<file path="config.mk">
export PLATFORM = sky130hd
export DESIGN_NAME = tcw_ctrl
export DESIGN_NICKNAME = d
export VERILOG_FILES = /design/src/rtl/tcw_pkg.sv /design/src/rtl/tcw_ctrl.sv
export SDC_FILE = /design/constraint.sdc
export NUM_CORES = 1
export LEC_CHECK = 0
export ABC_AREA = 1
export CORE_AREA = 3 3 40 42
export CTS_CLUSTER_SIZE = 28
export DETAILED_ROUTE_END_ITERATION = 16
export DIE_AREA = 0 0 43 45
export GPL_ROUTABILITY_DRIVEN = 0
export GPL_TIMING_DRIVEN = 0
export PLACE_DENSITY = 0.47
export SLEW_MARGIN = 20
export SYNTH_ARGS = -nofsm -noshare
export SYNTH_HDL_FRONTEND = slang
export SYNTH_SLANG_ARGS = --single-unit
</file>
<file path="constraint.sdc">
create_clock -name clk -period 0.9 [get_ports clk]
set_input_delay 0.18 -clock clk [delete_from_list [all_inputs] [get_ports clk]]
set_output_delay 0.18 -clock clk [all_outputs]
set_load 0.02 [all_outputs]
</file>
<file path="src/rtl/tcw_pkg.sv">
package tcw_pkg;

  typedef enum logic {
    ST_IDLE = 1'b0,
    ST_OPEN = 1'b1
  } win_state_t;

  // One change when the present sample differs from the stored one
  function automatic logic is_change(input logic now_v, input logic ref_v);
    return now_v ^ ref_v;
  endfunction

  // Count after this cycle's change, if any
  function automatic logic [31:0] bump(input logic [31:0] cur, input logic chg);
    return cur + {31'd0, chg};
  endfunction

endpackage

</file>
<file path="src/rtl/tcw_ctrl.sv">
module tcw_ctrl
  import tcw_pkg::*;
(
  input  logic clk,
  input  logic rst_n,
  input  logic b_rise,
  input  logic mark_c,
  input  logic chg,
  input  logic at_limit,
  input  logic match_next,
  output logic load,
  output logic win_open,
  output logic close_evt,
  output logic abort_evt,
  output logic pass_o,
  output logic err_o
);
  win_state_t st;

  assign win_open  = (st == ST_OPEN);
  assign load      = !win_open && b_rise;
  assign close_evt = win_open && mark_c;
  assign abort_evt = win_open && !mark_c && chg && at_limit;

  always_ff @(posedge clk) begin
    if (!rst_n) begin
      st     <= ST_IDLE;
      pass_o <= 1'b0;
      err_o  <= 1'b0;
    end else begin
      pass_o <= close_evt && match_next;
      err_o  <= (close_evt && !match_next) || abort_evt;
      if (load)                        st <= ST_OPEN;
      else if (close_evt || abort_evt) st <= ST_IDLE;
    end
  end

  AST_ONE_VERDICT: assert property (@(posedge clk) disable iff (!rst_n)
    !(pass_o && err_o));
  AST_VERDICT_AFTER_END: assert property (@(posedge clk) disable iff (!rst_n)
    (close_evt || abort_evt) |=> (pass_o || err_o));
  AST_NO_IDLE_PULSE: assert property (@(posedge clk) disable iff (!rst_n)
    !win_open |=> (!pass_o && !err_o));
  AST_EARLY_ERR: assert property (@(posedge clk) disable iff (!rst_n)
    abort_evt |=> (err_o && !win_open));
  AST_REOPEN_IGNORED: assert property (@(posedge clk) disable iff (!rst_n)
    (win_open && b_rise && !close_evt && !abort_evt) |=> win_open);
endmodule

</file>
==> impl_metrics.env <==
export IMPL_outcome="finished, violations left"
export IMPL_violations="setup timing"
export IMPL_grt_remaining_overflow=0
export IMPL_synth_cell_type_count=9
export IMPL_relSlewSlack_pct=86.0
export IMPL_fin_crit_sh_pct=122
export IMPL_num_rows=13
export IMPL_synth_seq_area_share_pct=44.4
export IMPL_routed_wl_um=408
export IMPL_clockRootBuffer="clkbuf_4"
export IMPL_die_x_um=43
export IMPL_final_cells=55
export IMPL_max_cap_viol_count=0
export IMPL_reg2reg_to="err_o$_SDFF_PN0_"
export IMPL_ff2ff_path_depth=5
export IMPL_syn_nets=27
export IMPL_cts_buffers=3
export IMPL_worstPathRequired_ps=720
export IMPL_track_usage_pct=5.16
export IMPL_path_class="flop to output pin"
export IMPL_drive_gt1_share_pct=50.0
export IMPL_nNetsFinal=48
export IMPL_r2r_slack_ps=80
export IMPL_antenna_left=0
export IMPL_synth_area_leaders="dfxtp_1 44%, inv_1 17%, nand2_1 14%"
export IMPL_critPathArrivalTime_ps=920
export IMPL_multi_input_area_um2=58.8
export IMPL_powerDensity_nw_per_um2=1430
export IMPL_fin_crit_ps=1100
export IMPL_n_antenna_cell=0
export IMPL_htree_levels=1
export IMPL_worstHoldPathCells=4
export IMPL_ys_warnings_count=0
export IMPL_final_util_pct=25.6
export IMPL_die_area_um2=1940
export IMPL_synth_fa_ha_area_share_pct=0
export IMPL_ir_drop_uv=335
export IMPL_max_freq_ghz=0.911
export IMPL_drt_vias_per_instance=3.29
export IMPL_worstPathMaxFanout=3
export IMPL_cts_clk_slew_worst_paths_ps=40
export IMPL_min_path_type="primary input to flop"
export IMPL_min_from="at_limit"
export IMPL_syn_area_um2=135
export IMPL_dpl_hpwl_um=298
export IMPL_setup_viol=4
export IMPL_highest_layer="met3"
export IMPL_dr_first_iter_drc_count=0
export IMPL_portBuffers=12
export IMPL_tightest_slew_ps=210
export IMPL_drv_slew=0
export IMPL_cts_tree="built"
export IMPL_ios=13
export IMPL_synth_top_family_by_area="simple AND/OR/NAND/NOR gates"
export IMPL_end_kind="output pin"
export IMPL_cts_sinks=3
export IMPL_grt_pass1_vias=199
export IMPL_final_common_cell="dlygate4sd2_1"
export IMPL_netlist_instances=20
export IMPL_rsz0062_at_grt="true"
export IMPL_regArea_um2=61.3
export IMPL_antenna_found_initial=0
export IMPL_drc=0
export IMPL_wirelength_met1_um=136
export IMPL_initial_core_util_pct=10.5
export IMPL_final_cell_mix="5 x dlygate4sd2_1, 4 x inv_1, 4 x buf_4"
export IMPL_die_h_um=45
export IMPL_core_area_um2=1280
export IMPL_wl_met3_um=48
export IMPL_dp_cells=47
export IMPL_worst_clock_skew_ps=0.572
export IMPL_muxShareOfSynthArea_pct=0
export IMPL_ys_ff_latch=3
export IMPL_synth_compound_area_share_pct=10.2
export IMPL_wl_per_cell_um=7.42
export IMPL_fin_ws_ps=-198
export IMPL_r2r_start="win_open$_SDFFE_PN0P_"
export IMPL_routed_via_count=181
export IMPL_hold_viol=0
export IMPL_grt_pass1_wl_um=676
export IMPL_leakagePower_nw=0.181
export IMPL_firstDrtPassIters=1
export IMPL_synth_top_area_share_pct=44.4
export IMPL_syn_to_final_growth_pct=144
export IMPL_synth_avg_cell_area_um2=6.76
export IMPL_yosys_area_share_simple_pct=25.9
export IMPL_grt_max_degree=4
export IMPL_synth_xor_xnor_area_share_pct=0
export IMPL_synth_top_area_cell="dfxtp_1"
export IMPL_cts_buffer_depth=2
export IMPL_clk_latency_ps=230
export IMPL_wl_met2_um=223
export IMPL_cp_start_kind="flop"
export IMPL_fillers=148
export IMPL_whs_endpoint="win_open$_SDFFE_PN0P_"
[cells in the mapped netlist, drive strengths merged]
cell type and n:
dfxtp 3, nor3 1, nand2 5, nand3 1, a21oi 2, inv 7, nor2 1
[cell type report]
cell class                 instances  area share [%]
timing repair buffer              16            41.8
clock buffer                       4            7.98
multi-input combinational         10            17.9
inverter                           7            7.98
sequential                         3            18.6
tap                               15            5.70
[critical path, cell delays in order, from the launching register on]
cell     delay (ps)
dfxtp_2         330
inv_2            50
nor2_4           80
nand2_2          70
inv_2            50
buf_6           100
[per-stage QoR]
stage	total power, W	area [um^2]	hold WS, ps	worst slack (ps)	setup TNS, ps
after floorplan	0.000180	136	320	6.50	0
after global placement	0.000233	275	498	-795	-3040
after detailed placement	0.000233	275	500	-794	-3060
after CTS	0.000485	329	352	-204	-737
after global routing	0.000500	329	406	-262	-914
final	0.000471	329	362	-198	-691
[logic make-up after synthesis]
family                 count (synthesis)
DFF                                    3
AOI/OAI and AO/OA                      2
buffers and inverters                  7
and+or+nand+nor                        8
[layer usage]
metal | vias up | global-route usage [%]
met5 | - | 0
met4 | 0 | 9.04
met3 | 0 | 1.59
met2 | 7 | 7.49
met1 | 77 | 4.33
li1 | 97 | -
[how the worst max path moves through the flow]
stage,from,end,slack (ps),depth (start not counted)
floorplan,win_open$_SDFFE_PN0P_,abort_evt,6,4
global placement,mark_c,abort_evt,-800,5
detailed placement,mark_c,abort_evt,-790,5
CTS,win_open$_SDFFE_PN0P_,abort_evt,-200,5
global route,win_open$_SDFFE_PN0P_,abort_evt,-260,5
finish,win_open$_SDFFE_PN0P_,abort_evt,-200,5
[sequential cells by signal (all words and copies together) (netlist names)]
register,flops
err_o,1
pass_o,1
win_open,1
[power by group]
| part | leakage (nW) | switching (W) | internal [W] | total, W |
|---|---|---|---|---|
| logic | 0.141 | 0.0000467 | 0.0000514 | 0.0000981 |
| registers | 0.0248 | 0.00000296 | 0.000140 | 0.000143 |
| clock network | 0.0150 | 0.0000644 | 0.000166 | 0.000230 |
[timing repair]
item / in CTS / in global routing
pin swaps: 3 / 0
gates resized for setup: 35 / 0
hold buffers: 0 / 0
setup endpoints to repair: 6 / 4
buffers inserted: 4 / 0
Note: power is estimated with default switching activity, not from simulation.
